**config.mk**
```make
export PLATFORM = sky130hd
export DESIGN_NAME = dispatch_grouper
export DESIGN_NICKNAME = d
export VERILOG_FILES = /design/src/rtl/dg_pkg.sv /design/src/rtl/dg_decode.sv /design/src/rtl/dg_select.sv /design/src/rtl/dg_couple_trk.sv /design/src/rtl/dispatch_grouper.sv
export SDC_FILE = /design/constraint.sdc
export NUM_CORES = 1
export LEC_CHECK = 0
export ABC_AREA = 1
export BUFFER_PORTS_ARGS = -buffer_cell sky130_fd_sc_hd__buf_4
export CAP_MARGIN = 20
export CORE_ASPECT_RATIO = 0.8
export CORE_UTILIZATION = 44
export DETAILED_ROUTE_END_ITERATION = 10
export HOLD_SLACK_MARGIN = 0.02
export PLACE_DENSITY = 0.88
export SLEW_MARGIN = 20
export SYNTH_ARGS = -nofsm -noshare
export SYNTH_HDL_FRONTEND = slang
export SYNTH_SLANG_ARGS = --single-unit
```
**constraint.sdc**
```tcl
create_clock -name clk_i -period 4.1 [get_ports clk_i]
set_clock_uncertainty 0.05 [all_clocks]
set_input_delay 0.41 -clock clk_i [delete_from_list [all_inputs] [get_ports clk_i]]
set_output_delay 0.41 -clock clk_i [all_outputs]
set_load 0.05 [all_outputs]
```
**src/rtl/dg_pkg.sv**
```systemverilog
package dg_pkg;
  localparam int unsigned IW = 32;

  typedef struct packed {
    logic solo;
    logic cti;
  } dg_dec_t;
endpackage

```
**src/rtl/dg_decode.sv**
```systemverilog
module dg_decode
  import dg_pkg::*;
(
  input  logic [IW-1:0] instr_i,
  output dg_dec_t       dec_o
);
  logic [1:0] op;
  logic [2:0] op2;
  logic [5:0] op3;
  logic       imm;
  logic [7:0] asi;
  logic [8:0] opf;
  logic       unused_bits;

  assign op  = instr_i[31:30];
  assign op2 = instr_i[24:22];
  assign op3 = instr_i[24:19];
  assign imm = instr_i[13];
  assign asi = instr_i[12:5];
  assign opf = instr_i[13:5];
  assign unused_bits = ^{instr_i[29:25], instr_i[18:14], instr_i[4:0]};

  always_comb begin
    dec_o = '0;
    unique case (op)
      2'b00: dec_o.cti = (op2 inside {3'd1, 3'd2, 3'd3, 3'd5, 3'd6});
      2'b01: dec_o.cti = 1'b1;
      2'b10: begin
        case (op3)
          // carry arith, moves, window ops
          6'h08, 6'h18, 6'h0C, 6'h1C, 6'h2C, 6'h2F, 6'h3C, 6'h3D, 6'h31,
          // multiply / divide
          6'h09, 6'h0A, 6'h0B, 6'h1A, 6'h1B, 6'h24, 6'h0D, 6'h0E, 6'h0F,
          6'h1E, 6'h1F, 6'h2D,
          // flush, done/retry, state register access, trap
          6'h3B, 6'h2B, 6'h3E, 6'h30, 6'h32, 6'h28, 6'h2A, 6'h3A:
            dec_o.solo = 1'b1;
          6'h38: dec_o.cti = 1'b1;
          6'h39: begin
            dec_o.solo = 1'b1;
            dec_o.cti  = 1'b1;
          end
          // FP move space, compares excluded
          6'h35: dec_o.solo = (opf[8:4] != 5'h05);
          6'h36: dec_o.solo = (opf inside {9'h018, 9'h01A, 9'h080});
          default: dec_o = '0;
        endcase
      end
      default: begin
        case (op3)
          6'h03, 6'h13, 6'h07, 6'h17,
          6'h0D, 6'h1D, 6'h0F, 6'h1F, 6'h3C, 6'h3E,
          6'h21, 6'h25:
            dec_o.solo = 1'b1;
          // block-load ASIs: x111_x00x
          6'h33: dec_o.solo = !imm && ((asi & 8'h76) == 8'h70);
          default: dec_o = '0;
        endcase
      end
    endcase
  end
endmodule

```
**src/rtl/dg_select.sv**
```systemverilog
module dg_select #(
  parameter int unsigned LANES = 4,
  localparam int unsigned CNTW = $clog2(LANES + 1)
) (
  input  logic             clk_i,
  input  logic             rst_ni,
  input  logic [LANES-1:0] solo_i,
  input  logic [LANES-1:0] cti_i,
  input  logic             prev_cti_i,
  input  logic [CNTW-1:0]  cnt_i,
  input  logic             stall_i,
  output logic [LANES-1:0] vld_o,
  output logic [CNTW-1:0]  pop_o,
  output logic             last_cti_o
);
  logic [LANES-1:0] cut;
  logic             go;
  logic [CNTW-1:0]  n;

  for (genvar k = 0; k < LANES; k++) begin : g_cut
    if (k == 0) begin : g_head
      assign cut[k] = solo_i[k] | (cti_i[k] & prev_cti_i);
    end else begin : g_tail
      assign cut[k] = solo_i[k] | (cti_i[k] & cti_i[k-1]);
    end
  end

  assign go = !stall_i && (cnt_i != '0);

  always_comb begin
    n = '0;
    if (go) begin
      n = CNTW'(1);
      if (!cut[0]) begin
        for (int k = 1; k < LANES; k++) begin
          if (n == CNTW'(k) && CNTW'(k) < cnt_i && !cut[k]) n = CNTW'(k + 1);
        end
      end
    end
  end

  always_comb begin
    last_cti_o = 1'b0;
    for (int k = 0; k < LANES; k++) begin
      vld_o[k] = CNTW'(k) < n;
      if (n == CNTW'(k + 1)) last_cti_o = cti_i[k];
    end
  end

  assign pop_o = n;

  p_head_alone_r6: assert property (@(posedge clk_i) disable iff (!rst_ni)
    (go && solo_i[0]) |-> (vld_o == LANES'(1)));
  p_idle_r10: assert property (@(posedge clk_i) disable iff (!rst_ni)
    (stall_i || cnt_i == '0) |-> (vld_o == '0));
  p_contig_r11: assert property (@(posedge clk_i) disable iff (!rst_ni)
    ((vld_o + LANES'(1)) & vld_o) == '0);
  p_cap_r11: assert property (@(posedge clk_i) disable iff (!rst_ni)
    pop_o <= cnt_i);
endmodule

```
**src/rtl/dg_couple_trk.sv**
```systemverilog
module dg_couple_trk #(
  parameter int unsigned CNTW = 3
) (
  input  logic            clk_i,
  input  logic            rst_ni,
  input  logic [CNTW-1:0] pop_i,
  input  logic            last_cti_i,
  output logic            prev_cti_o
);
  logic prev_q;

  always_ff @(posedge clk_i or negedge rst_ni) begin
    if (!rst_ni)              prev_q <= 1'b0;
    else if (pop_i != '0)     prev_q <= last_cti_i;
  end

  assign prev_cti_o = prev_q;

  p_hold_r9: assert property (@(posedge clk_i) disable iff (!rst_ni)
    (pop_i == '0) |=> $stable(prev_cti_o));
endmodule

```
**src/rtl/dispatch_grouper.sv**
```systemverilog
module dispatch_grouper
  import dg_pkg::*;
#(
  parameter int unsigned LANES = 4,
  localparam int unsigned CNTW = $clog2(LANES + 1)
) (
  input  logic                clk_i,
  input  logic                rst_ni,
  input  logic [LANES*IW-1:0] instr_i,
  input  logic [CNTW-1:0]     cnt_i,
  input  logic                stall_i,
  output logic [LANES-1:0]    disp_vld_o,
  output logic [CNTW-1:0]     pop_o
);
  logic [LANES-1:0] solo;
  logic [LANES-1:0] cti;
  logic             prev_cti;
  logic             last_cti;

  for (genvar k = 0; k < LANES; k++) begin : g_dec
    dg_dec_t d;
    dg_decode u_dec (
      .instr_i (instr_i[k*IW +: IW]),
      .dec_o   (d)
    );
    assign solo[k] = d.solo;
    assign cti[k]  = d.cti;
  end

  dg_select #(.LANES(LANES)) u_sel (
    .clk_i      (clk_i),
    .rst_ni     (rst_ni),
    .solo_i     (solo),
    .cti_i      (cti),
    .prev_cti_i (prev_cti),
    .cnt_i      (cnt_i),
    .stall_i    (stall_i),
    .vld_o      (disp_vld_o),
    .pop_o      (pop_o),
    .last_cti_o (last_cti)
  );

  dg_couple_trk #(.CNTW(CNTW)) u_trk (
    .clk_i      (clk_i),
    .rst_ni     (rst_ni),
    .pop_i      (pop_o),
    .last_cti_i (last_cti),
    .prev_cti_o (prev_cti)
  );

  p_pop_count_r11: assert property (@(posedge clk_i) disable iff (!rst_ni)
    $countones(disp_vld_o) == int'(pop_o));
  p_couple_cross_r9: assert property (@(posedge clk_i) disable iff (!rst_ni)
    (prev_cti && cti[0] && pop_o != '0) |-> (pop_o == CNTW'(1)));
endmodule

```
==> results.sh <==
export IMPL_dieArea_um2=4300
export IMPL_r2r_end="u_trk.prev_cti_o"
export IMPL_p_sw_frac=0.557
export IMPL_wl_mm=5.08
export IMPL_grt_usage=0.230
export IMPL_grt_pass1_vias=2130
export IMPL_drtIter0Drc=147
export IMPL_worst_pin_slew_ns=0.355
export IMPL_yosysMostFrequentCell="nand2_1"
export IMPL_grt_ovfl_total=0
export IMPL_critPathBufInv=3
export IMPL_hold_viol_final=0
export IMPL_cp_slowest_cell="buf_4"
export IMPL_hp_class="input pin to asynchronous set/reset pin"
export IMPL_drtPass1Iterations=5
export IMPL_arrival_ns=2.06
export IMPL_r2r_cells=7
export IMPL_syn_to_final_growth_pct=36.4
export IMPL_post_cts_buffers=0
export IMPL_fp_coreArea_um2=3830
export IMPL_cp_top_family="simple AND/OR/NAND/NOR gates"
export IMPL_dp_cells=541
export IMPL_fin_area_um2=2420
export IMPL_syn_area_per_cell_um2=4.34
export IMPL_leakagePower_uw=0.00149
export IMPL_synthTopCellsByArea="nand2_1 (33%), nor2_1 (18%), inv_1 (14%)"
export IMPL_syn_instance_count=410
export IMPL_post_dp_hpwl_mm=4.33
export IMPL_cp_max_fo=5
export IMPL_antenna_found_initial=0
export IMPL_route_detailed_drc=0
export IMPL_maxCapViolations=0
export IMPL_period_needed_ns=2.52
export IMPL_seqPwrFrac=0.051
export IMPL_outcome="completed"
export IMPL_cts_hold_buf=0
export IMPL_cts_resized=0
export IMPL_clock_latency_ns=0
export IMPL_start_util=0.464
export IMPL_grt_start_max_net_pins=9
export IMPL_path_clk_slew_ns=0
export IMPL_critPathMostFrequentCell="nand2_1"
export IMPL_synth_distinct_cells=29
export IMPL_setup_viol=0
export IMPL_synth_async_reset_ratio=1.00
export IMPL_yosysSeqAreaShare=0.0141
export IMPL_hold_slack_ns=0.135
export IMPL_portBuffers=80
export IMPL_fmax_mhz=396
export IMPL_die_w_um=73.1
export IMPL_post_route_period_util=0.616
export IMPL_synth_top_area_frac=0.331
export IMPL_antennaDiodeCount=0
export IMPL_slew_headroom=0.763
export IMPL_ys_ff_latch=1
export IMPL_p_int_uw=116
export IMPL_grt_pass1_wl_mm=8.28
export IMPL_vias_per_cell=4.89
export IMPL_vias=2645
export IMPL_routedWlPerCell_um=9.39
export IMPL_reg2reg_from="u_trk.prev_cti_o"
export IMPL_syn_num_nets=544
export IMPL_slew_viol_final=0
export IMPL_ys_flop_type="dfrtp_1"
export IMPL_powerDensity_nw_per_um2=107
export IMPL_finalWeightedCongestion=0.925
export IMPL_ys_warn_count=0
export IMPL_tns_ns=0
export IMPL_p_clk_frac=0
export IMPL_synth_cell_area_um2=1780
export IMPL_cp_data_required_time_ns=3.64
export IMPL_path_class="input pin to primary output"
export IMPL_ir_drop_mv=0.102
export IMPL_netlist_top_cells_count="nand2_1 (157), nor2_1 (85), inv_1 (64)"
export IMPL_largest_register_ffs=1
export IMPL_path_cells="buf_4 -> inv_1 -> nand2_1 -> nor2_1 -> nand2_1 -> nand2_1 -> nand2_1 -> nor2_1 -> nand3_1 -> nand2_1 -> nand2_1 -> nand2_1 -> nand2_2 -> nand2_1 -> nand2_1 -> a21boi_1 -> buf_4"
export IMPL_rsz0062_at_grt="false"
export IMPL_crit_path_start_kind="input pin"
export IMPL_drtAntennaViolNets=0
export IMPL_synth_edf_count=0
export IMPL_synth_top_area_cell="nand2_1"
export IMPL_fin_nets=622
export IMPL_row_count=20
export IMPL_final_cells=541
export IMPL_power_frac_comb=0.949
export IMPL_ff2ff_setup_slack_ns=2.71
export IMPL_cpPeakStageDelay_ns=0.21
export IMPL_die_h_um=58.9
export IMPL_boundaryPins=141
export IMPL_drive_above_1_share=0.216
export IMPL_endpoint_kind="primary output"
export IMPL_place_area_um2=2420
export IMPL_p_switching_uw=145
-- power by group through the flow --
stage	clock, uW	sequential, uW	combinational, uW
2_1_floorplan	0	13.2	143
3_3_place_gp	0	13.4	239
3_5_place_dp	0	13.3	245
4_1_cts	0	13.3	246
5_1_grt	0	14.0	275
6_report	0	13.3	247
-- per-stage QoR --
| stage | power [uW] | util | setup slack [ns] |
|---|---|---|---|
| floorplan | 157 | - | 0.915 |
| global placement | 252 | 0.633 | 1.67 |
| detailed placement | 258 | 0.633 | 1.64 |
| CTS | 259 | 0.633 | 1.63 |
| global route | 289 | 0.633 | 1.40 |
| finish | 261 | 0.633 | 1.58 |
-- metal layers --
metal  global-route usage  wire, um  vias to the layer above  share of wire
li1                     -         -                     1419              -
met1                0.322      2390                     1112           0.47
met2                0.405      2280                      110           0.45
met3              0.00685       382                        4          0.075
met4               0.0280        28                        0         0.0055
met5                    0         0                        -              0
-- worst reg2reg max path: stages, from the launching register on --
cell	delay, ns
dfrtp_1	0.35
a21boi_0	0.12
a21oi_1	0.18
nand3_2	0.15
o21ai_0	0.18
nand2_1	0.07
nand2_1	0.06
nand4_1	0.09
-- kinds of logic after synthesis --
| kind of cell | share of synthesized area |
|---|---|
| and+or+nand+nor | 0.734 |
| buffers and inverters | 0.158 |
| AOI/OAI and AO/OA | 0.0936 |
| DFF | 0.0141 |
-- cell type report --
cell class                      count  area, um2
Timing Repair Buffer               80        601
Inverter                           69        259
Multi-Input combinational cell    336       1470
Sequential cell                     1       25.0
Fill cell                         414       1400
Tap cell                           55       68.8
-- worst max path at each step --
stage,from,end,cells after the start
5_1_grt,instr_i[86],disp_vld_o[2],17
6_report,instr_i[86],disp_vld_o[2],17
2_1_floorplan,cnt_i[2],disp_vld_o[2],7
4_1_cts,instr_i[86],disp_vld_o[2],17
3_5_place_dp,instr_i[86],disp_vld_o[2],17
3_3_place_gp,instr_i[86],disp_vld_o[2],17
-- cells in the final DEF (no fill, tap or decap) --
cell,netlist,layout
o22ai_1,1,1
nand3_2,2,2
nand2_1,157,157
nand2_2,6,6
inv_1,64,64
o21ai_1,2,2
or2_2,1,1
a21oi_2,2,2
and2_2,1,1
nor3_1,9,9
o21ai_0,6,6
inv_2,5,5
dfrtp_1,1,1
nor2_2,4,4
nand3_1,28,28
a21boi_0,1,1
a22oi_1,1,1
nand4_1,9,9
buf_4,1,80
nand3b_1,3,3
a21oi_1,11,11
nor2b_4,1,1
nor2_1,85,85
a21boi_1,1,1
o21a_1,1,1
a31oi_1,1,1
nor2_4,2,2
o21bai_2,1,1
Power figures use the tool's default switching activity.
